[src/rtl/dir_sharer_pkg.sv]
`timescale 1ns/1ps
package dir_sharer_pkg;
  typedef enum logic [1:0] {
    RQ_READ  = 2'd0,
    RQ_EXCL  = 2'd1,
    RQ_INVAL = 2'd2,
    RQ_RSVD  = 2'd3
  } rq_kind_e;

  typedef enum logic [1:0] {
    UP_SHARED = 2'd0,
    UP_MOD    = 2'd1,
    UP_WB     = 2'd2,
    UP_RSVD   = 2'd3
  } up_kind_e;
endpackage

[src/rtl/dir_popcnt.sv]
`timescale 1ns/1ps
module dir_popcnt #(
  parameter int W  = 4,
  parameter int CW = $clog2(W + 1)
) (
  input  logic [W-1:0]  vec,
  output logic [CW-1:0] cnt
);
  always_comb begin
    cnt = '0;
    for (int i = 0; i < W; i++) begin
      cnt = cnt + CW'(vec[i]);
    end
  end
endmodule

[src/rtl/dir_line_ram.sv]
`timescale 1ns/1ps
module dir_line_ram #(
  parameter int DEPTH = 16,
  parameter int WIDTH = 8,
  localparam int AW   = $clog2(DEPTH)
) (
  input  logic             clk,
  input  logic             we,
  input  logic [AW-1:0]    waddr,
  input  logic [WIDTH-1:0] wdata,
  input  logic [AW-1:0]    raddr,
  output logic [WIDTH-1:0] rdata
);
  logic [WIDTH-1:0] mem [DEPTH];

  always_ff @(posedge clk) begin
    if (we) mem[waddr] <= wdata;
  end

  assign rdata = mem[raddr];
endmodule

[src/rtl/dir_fwd_calc.sv]
`timescale 1ns/1ps
module dir_fwd_calc #(
  parameter int N_CACHES = 4,
  localparam int ID_W    = $clog2(N_CACHES),
  localparam int CNT_W   = $clog2(N_CACHES + 1)
) (
  input  logic [N_CACHES-1:0] sharers,
  input  logic [ID_W-1:0]     requestor,
  output logic [N_CACHES-1:0] fwd_set,
  output logic [CNT_W-1:0]    fwd_cnt,
  output logic [CNT_W-1:0]    sh_cnt
);
  logic [N_CACHES-1:0] req_bit;

  assign req_bit = {{(N_CACHES-1){1'b0}}, 1'b1} << requestor;
  assign fwd_set = sharers & ~req_bit;

  dir_popcnt #(.W(N_CACHES), .CW(CNT_W)) u_pop_fwd (.vec(fwd_set), .cnt(fwd_cnt));
  dir_popcnt #(.W(N_CACHES), .CW(CNT_W)) u_pop_sh  (.vec(sharers), .cnt(sh_cnt));
endmodule

[src/rtl/dir_sharer_tracker.sv]
`timescale 1ns/1ps
module dir_sharer_tracker #(
  parameter int N_CACHES = 4,
  parameter int LINES    = 16,
  localparam int ID_W    = $clog2(N_CACHES),
  localparam int IDX_W   = $clog2(LINES),
  localparam int CNT_W   = $clog2(N_CACHES + 1),
  localparam int ENT_W   = 1 + ID_W + N_CACHES
) (
  input  logic                clk,
  input  logic                rst,
  input  logic                req_valid,
  output logic                req_ready,
  input  logic [IDX_W-1:0]    req_idx,
  input  logic [ID_W-1:0]     req_src,
  input  logic [1:0]          req_kind,
  input  logic                upd_valid,
  output logic                upd_ready,
  input  logic [IDX_W-1:0]    upd_idx,
  input  logic [ID_W-1:0]     upd_src,
  input  logic [1:0]          upd_kind,
  output logic                fwd_valid,
  input  logic                fwd_ready,
  output logic [N_CACHES-1:0] fwd_mask,
  output logic                fwd_inval,
  output logic                rsp_valid,
  input  logic                rsp_ready,
  output logic [CNT_W-1:0]    rsp_acks,
  output logic [CNT_W-1:0]    rsp_silent,
  output logic                rsp_excl,
  output logic                rsp_inval,
  output logic                err
);
  import dir_sharer_pkg::*;

  // line table: {owner valid, owner id, sharer bits}
  logic [LINES-1:0]    line_vld;
  logic [IDX_W-1:0]    line_idx;
  logic [ENT_W-1:0]    ram_q, cur, nxt;
  logic                wr_en;

  logic [N_CACHES-1:0] cur_sh, nxt_sh;
  logic [ID_W-1:0]     cur_own, nxt_own;
  logic                cur_ov, nxt_ov;

  logic [ID_W-1:0]     src;
  logic [N_CACHES-1:0] src_bit;
  logic [N_CACHES-1:0] fwd_set;
  logic [CNT_W-1:0]    fwd_cnt, sh_cnt;

  logic                viol;
  logic                n_fwd_v, n_fwd_inv, n_rsp_v, n_excl, n_rinv;
  logic [N_CACHES-1:0] n_mask;
  logic [CNT_W-1:0]    n_acks, n_sil;

  assign upd_ready = 1'b1;
  assign req_ready = !upd_valid && !fwd_valid && !rsp_valid;

  assign line_idx = upd_valid ? upd_idx : req_idx;
  assign src      = upd_valid ? upd_src : req_src;
  assign src_bit  = {{(N_CACHES-1){1'b0}}, 1'b1} << src;

  dir_line_ram #(.DEPTH(LINES), .WIDTH(ENT_W)) u_ram (
    .clk   (clk),
    .we    (wr_en),
    .waddr (line_idx),
    .wdata (nxt),
    .raddr (line_idx),
    .rdata (ram_q)
  );

  assign cur     = line_vld[line_idx] ? ram_q : '0;
  assign cur_sh  = cur[N_CACHES-1:0];
  assign cur_own = cur[N_CACHES +: ID_W];
  assign cur_ov  = cur[ENT_W-1];
  assign nxt     = {nxt_ov, nxt_own, nxt_sh};

  dir_fwd_calc #(.N_CACHES(N_CACHES)) u_calc (
    .sharers   (cur_sh),
    .requestor (req_src),
    .fwd_set   (fwd_set),
    .fwd_cnt   (fwd_cnt),
    .sh_cnt    (sh_cnt)
  );

  always_comb begin
    nxt_sh    = cur_sh;
    nxt_own   = cur_own;
    nxt_ov    = cur_ov;
    wr_en     = 1'b0;
    viol      = 1'b0;
    n_fwd_v   = 1'b0;
    n_fwd_inv = 1'b0;
    n_mask    = fwd_set;
    n_rsp_v   = 1'b0;
    n_acks    = '0;
    n_sil     = '0;
    n_excl    = 1'b0;
    n_rinv    = 1'b0;
    if (upd_valid) begin
      unique case (up_kind_e'(upd_kind))
        UP_SHARED: begin
          wr_en  = 1'b1;
          nxt_sh = cur_sh | src_bit;
        end
        UP_MOD: begin
          wr_en   = 1'b1;
          nxt_sh  = src_bit;
          nxt_own = upd_src;
          nxt_ov  = 1'b1;
        end
        UP_WB: begin
          if ((cur_sh & src_bit) == '0) begin
            viol = 1'b1;
          end else begin
            wr_en  = 1'b1;
            nxt_sh = cur_sh & ~src_bit;
            if (cur_ov && cur_own == upd_src) nxt_ov = 1'b0;
          end
        end
        default: viol = 1'b1;
      endcase
    end else if (req_valid && req_ready) begin
      unique case (rq_kind_e'(req_kind))
        RQ_READ, RQ_EXCL: begin
          n_rsp_v = 1'b1;
          if (fwd_set != '0) begin
            n_fwd_v = 1'b1;
            n_acks  = CNT_W'(1);
            n_sil   = CNT_W'(N_CACHES) - fwd_cnt - CNT_W'(1);
          end else begin
            n_acks = CNT_W'(N_CACHES);
            n_excl = 1'b1;
          end
          if (rq_kind_e'(req_kind) == RQ_READ) begin
            viol = cur_ov && ((cur_own == req_src) || ((cur_sh & src_bit) != '0));
          end else begin
            wr_en  = 1'b1;
            nxt_sh = src_bit;
            nxt_ov = 1'b0;
          end
        end
        RQ_INVAL: begin
          if (cur_sh == '0) begin
            viol = 1'b1;
          end else begin
            n_fwd_v   = 1'b1;
            n_fwd_inv = 1'b1;
            n_mask    = cur_sh;
            n_rsp_v   = 1'b1;
            n_acks    = sh_cnt;
            n_rinv    = 1'b1;
          end
        end
        default: viol = 1'b1;
      endcase
    end
  end

  always_ff @(posedge clk) begin
    if (rst) begin
      line_vld   <= '0;
      err        <= 1'b0;
      fwd_valid  <= 1'b0;
      fwd_mask   <= '0;
      fwd_inval  <= 1'b0;
      rsp_valid  <= 1'b0;
      rsp_acks   <= '0;
      rsp_silent <= '0;
      rsp_excl   <= 1'b0;
      rsp_inval  <= 1'b0;
    end else begin
      err <= viol;
      if (wr_en) line_vld[line_idx] <= 1'b1;
      if (fwd_valid && fwd_ready) fwd_valid <= 1'b0;
      if (rsp_valid && rsp_ready) rsp_valid <= 1'b0;
      if (n_fwd_v) begin
        fwd_valid <= 1'b1;
        fwd_mask  <= n_mask;
        fwd_inval <= n_fwd_inv;
      end
      if (n_rsp_v) begin
        rsp_valid  <= 1'b1;
        rsp_acks   <= n_acks;
        rsp_silent <= n_sil;
        rsp_excl   <= n_excl;
        rsp_inval  <= n_rinv;
      end
    end
  end
endmodule

[config.mk]
export PLATFORM = sky130hd
export DESIGN_NAME = dir_sharer_tracker
export DESIGN_NICKNAME = d
export VERILOG_FILES = /design/src/rtl/dir_sharer_pkg.sv /design/src/rtl/dir_popcnt.sv /design/src/rtl/dir_line_ram.sv /design/src/rtl/dir_fwd_calc.sv /design/src/rtl/dir_sharer_tracker.sv
export SDC_FILE = /design/constraint.sdc
export NUM_CORES = 1
export LEC_CHECK = 0
export ABC_AREA = 0
export CORE_MARGIN = 2
export CORE_UTILIZATION = 60
export DETAILED_ROUTE_END_ITERATION = 7
export MAX_ROUTING_LAYER = met4
export PLACE_DENSITY = 0.84
export SLEW_MARGIN = 20
export SYNTH_ARGS = -nofsm -noshare
export SYNTH_HDL_FRONTEND = slang
export SYNTH_SLANG_ARGS = --single-unit
export TNS_END_PERCENT = 30
[constraint.sdc]
create_clock -name clk -period 6.67 [get_ports clk]
set_clock_uncertainty 0.05 [all_clocks]
set_input_delay 1.6675 -clock clk [delete_from_list [all_inputs] [get_ports clk]]
set_output_delay 1.6675 -clock clk [all_outputs]
set_load 0.1 [all_outputs]
==> run metrics <==
most common cell in the netlist edfxtp_1; Crit Path Class input port to register; sw frac between 20% and 30%; global-route wire length before repair around 27000 µm; drt via density ~6.6; Worst Max-Slew Pin Slew around 990 ps; drt first pass iters 5; sequential power share 44.3%; part of the cycle the worst path needs between 80 and 90%; async set or reset register ratio after synthesis 0%; Ys Warns 0; number of setup violations in the final report 0; Synth area leader edfxtp_1; Layout area overhead 16.55%; CP arrival around 6000 ps; Core ar. between 0.01 and 0.015 mm²; share of the synthesized area in the top cell type approximately half; Rows 39; Slowest-stage cell, CP clkdlybuf4s50_1; # diodes 0; vias in the first global route 5132; post-DP HPWL 11200 µm; top post-synthesis cells by area edfxtp_1, dfxtp_1, nand2_1; Commonest cells post-synth edfxtp_1, nand2_1, dfxtp_1, nor2_1, nor3_1; setup bufs post-CTS 0; CP dominant cell by count buf_4; syn_nets about 600; Fin. Hold Viols 0; Layout Nets 649; sw power between 600 and 700 µW; largest net degree at the start of global routing 35; Final TNS setup 0 ps; post-cts resize count 0; worst hold margin 405.9 ps; WL final between 15000 and 20000 µm; Die Y between 100 and 150 µm; Setup crit end kind register; Longest Clk Path Bufs 2; startpoint types input port; sequential fraction of the synthesis area roughly 57%; die area ~0.013 mm²; Post-CTS Hold Buffers 0; CTS H-tree lvls 4; routability congestion estimate from global placement 0.9095; Comb pwr share around 15%; total CTS buffers 17; number of synthesized flops with an enable pin ~110; gr usage total between 20% and 30%; remaining antenna violation count 0; Sink Count 144; Root Buffer clkbuf_16; Worst slew margin between 30 and 40%; residual DRC count 0; critical-path cell list clkdlybuf4s50_1 -> buf_4 -> nand2b_1 -> o32a_1 -> buf_4 -> a41oi_1 -> nor4_2 -> a22oi_1 -> a21oi_2 -> a21boi_2 -> o31a_4 -> nor3_1 -> buf_4; Horiz. Die Dim 112.0 µm; synthesized instance count approximately 560; Initial Utilization between 60% and 70%; Main synth FF type edfxtp_1; initial antenna violation count 0; Crit Path Max Fanout 32; Syn Std Cell Area about 0.0070 mm²; Ports 40; CTS tree done; layout cells sized above 1 between 10% and 20%; RSZ-0062 raised after global routing false; clock share of power just over 40%; Int Pwr ~1700 µW; CP required slightly below 7000 ps; Power Density about 280 mW/mm²; Max Clk Rate roughly 170 MHz; Slew Viols, Final 0; WL/cell 22.05 µm; delay of the slowest critical-path stage about 830 ps; Vias 5061; # port buffers 38; HP Class register to register; Max Cap Violations 0; syn_area_per_cell between 10 and 15 µm²; Distinct cells, synth between 70 and 80; Tmin final between 5000 and 6000 ps; GRT overflow 0; Iter 0 DRT Violations around 560; Clk Latency, worst-skew pair around 430 ps; LEAKAGE 0.002847 µW; Max VDD drop about 0.00039 V; #FFs+latches synth roughly 140; outcome completed; Clock transition at path regs around 60 ps
==> final cells by class <==
cell class,instances,area (µm²)
Clock buffer,19,432.9
Clock inverter,13,135.1
Multi-Input combinational cell,369,2749
Inverter,13,48.80
Sequential cell,144,4004
Timing Repair Buffer,69,610.6
Tap cell,143,178.9
Fill cell,792,3259
==> cells by family after synthesis <==
family          after synthesis  share of synthesized area, %
xor+xnor                      5                        0.6255
flops                       144                         57.19
fa+ha+maj                    13                         2.431
buf+inv                      50                         3.896
mux                          20                         5.308
other cells                   1                       0.05357
simple gates                177                         13.44
compound gates              153                         17.05
==> final timing paths <==
path | endpoint | startpoint | slack [ps] | depth (start not counted)
worst min register to register | line_vld[5] | line_vld[5] | 410 | 2
worst min-delay path | line_vld[5] | line_vld[5] | 410 | 2
worst max-delay path | u_ram.mem[9][5] | upd_valid | 800 | 13
worst max register to register | rsp_silent[2] | u_ram.mem[9][2] | 3040 | 15
==> metal layers <==
layer	share of wire [%]	GRT usage [%]
met1	41	37.10
met2	48	44.65
met3	9.2	8.963
met4	2.2	10.24
met5	0	-
==> power groups by stage <==
stage	clock [µW]	combinational, µW	sequential (µW)
floorplan	0	209	1060
global placement	0	325	1030
detailed placement	0	338	1030
CTS	930	341	1010
global route	969	374	1010
finish	922	347	1010
==> cell usage in the layout, fill, tap and decap left out, types with 3 or more instances in the layout <==
master and count:
o21ai_0 14, nor4_2 3, clkdlybuf4s50_1 37, clkbuf_16 17, mux4_1 5, nand2b_1 10, clkinvlp_4 3, a211oi_1 13
inv_1 10, or3_1 8, o22ai_1 7, o2bb2ai_1 8, nor2_1 29, nor3_1 23, nand2_1 55, and3_1 3
a31oi_1 14, mux4_2 5, a21oi_1 18, xnor2_1 5, and2_0 9, a41oi_1 10, edfxtp_1 112, o221ai_2 4
clkinv_1 3, buf_4 32, mux2_2 5, a21o_1 10, o41ai_2 6, dfxtp_1 32, inv_6 3, nor2b_1 4
o21bai_1 22, and2_1 5, ha_1 12, nand3_1 8
==> through the flow <==
stage	worst slack [ps]	cells	instance area, µm²	util [%]	power [µW]
after floorplan	415.5	563	7000	-	1268
after global placement	590.2	738	7566	66.26	1353
after detailed placement	451.7	738	7579	66.37	1366
after CTS	896.1	770	8147	71.35	2279
after global routing	572.9	770	8159	71.46	2353
final	800.5	770	8159	71.46	2278
==> worst max-delay path: cells and delay by family <==
family	cells	cell delay (ps)
AND/OR/NAND/NOR	3	1110
buffers and inverters	4	1660
AO/OA/AOI/OAI	6	1520
==> flip-flops by register name (all words and copies together), names as in the netlist, 3 cells and up <==
register,cells
rsp_silent,3
rsp_acks,3
line_vld,16
u_ram.mem,112
fwd_mask,4
No activity file was read; power rests on OpenSTA's default activity.
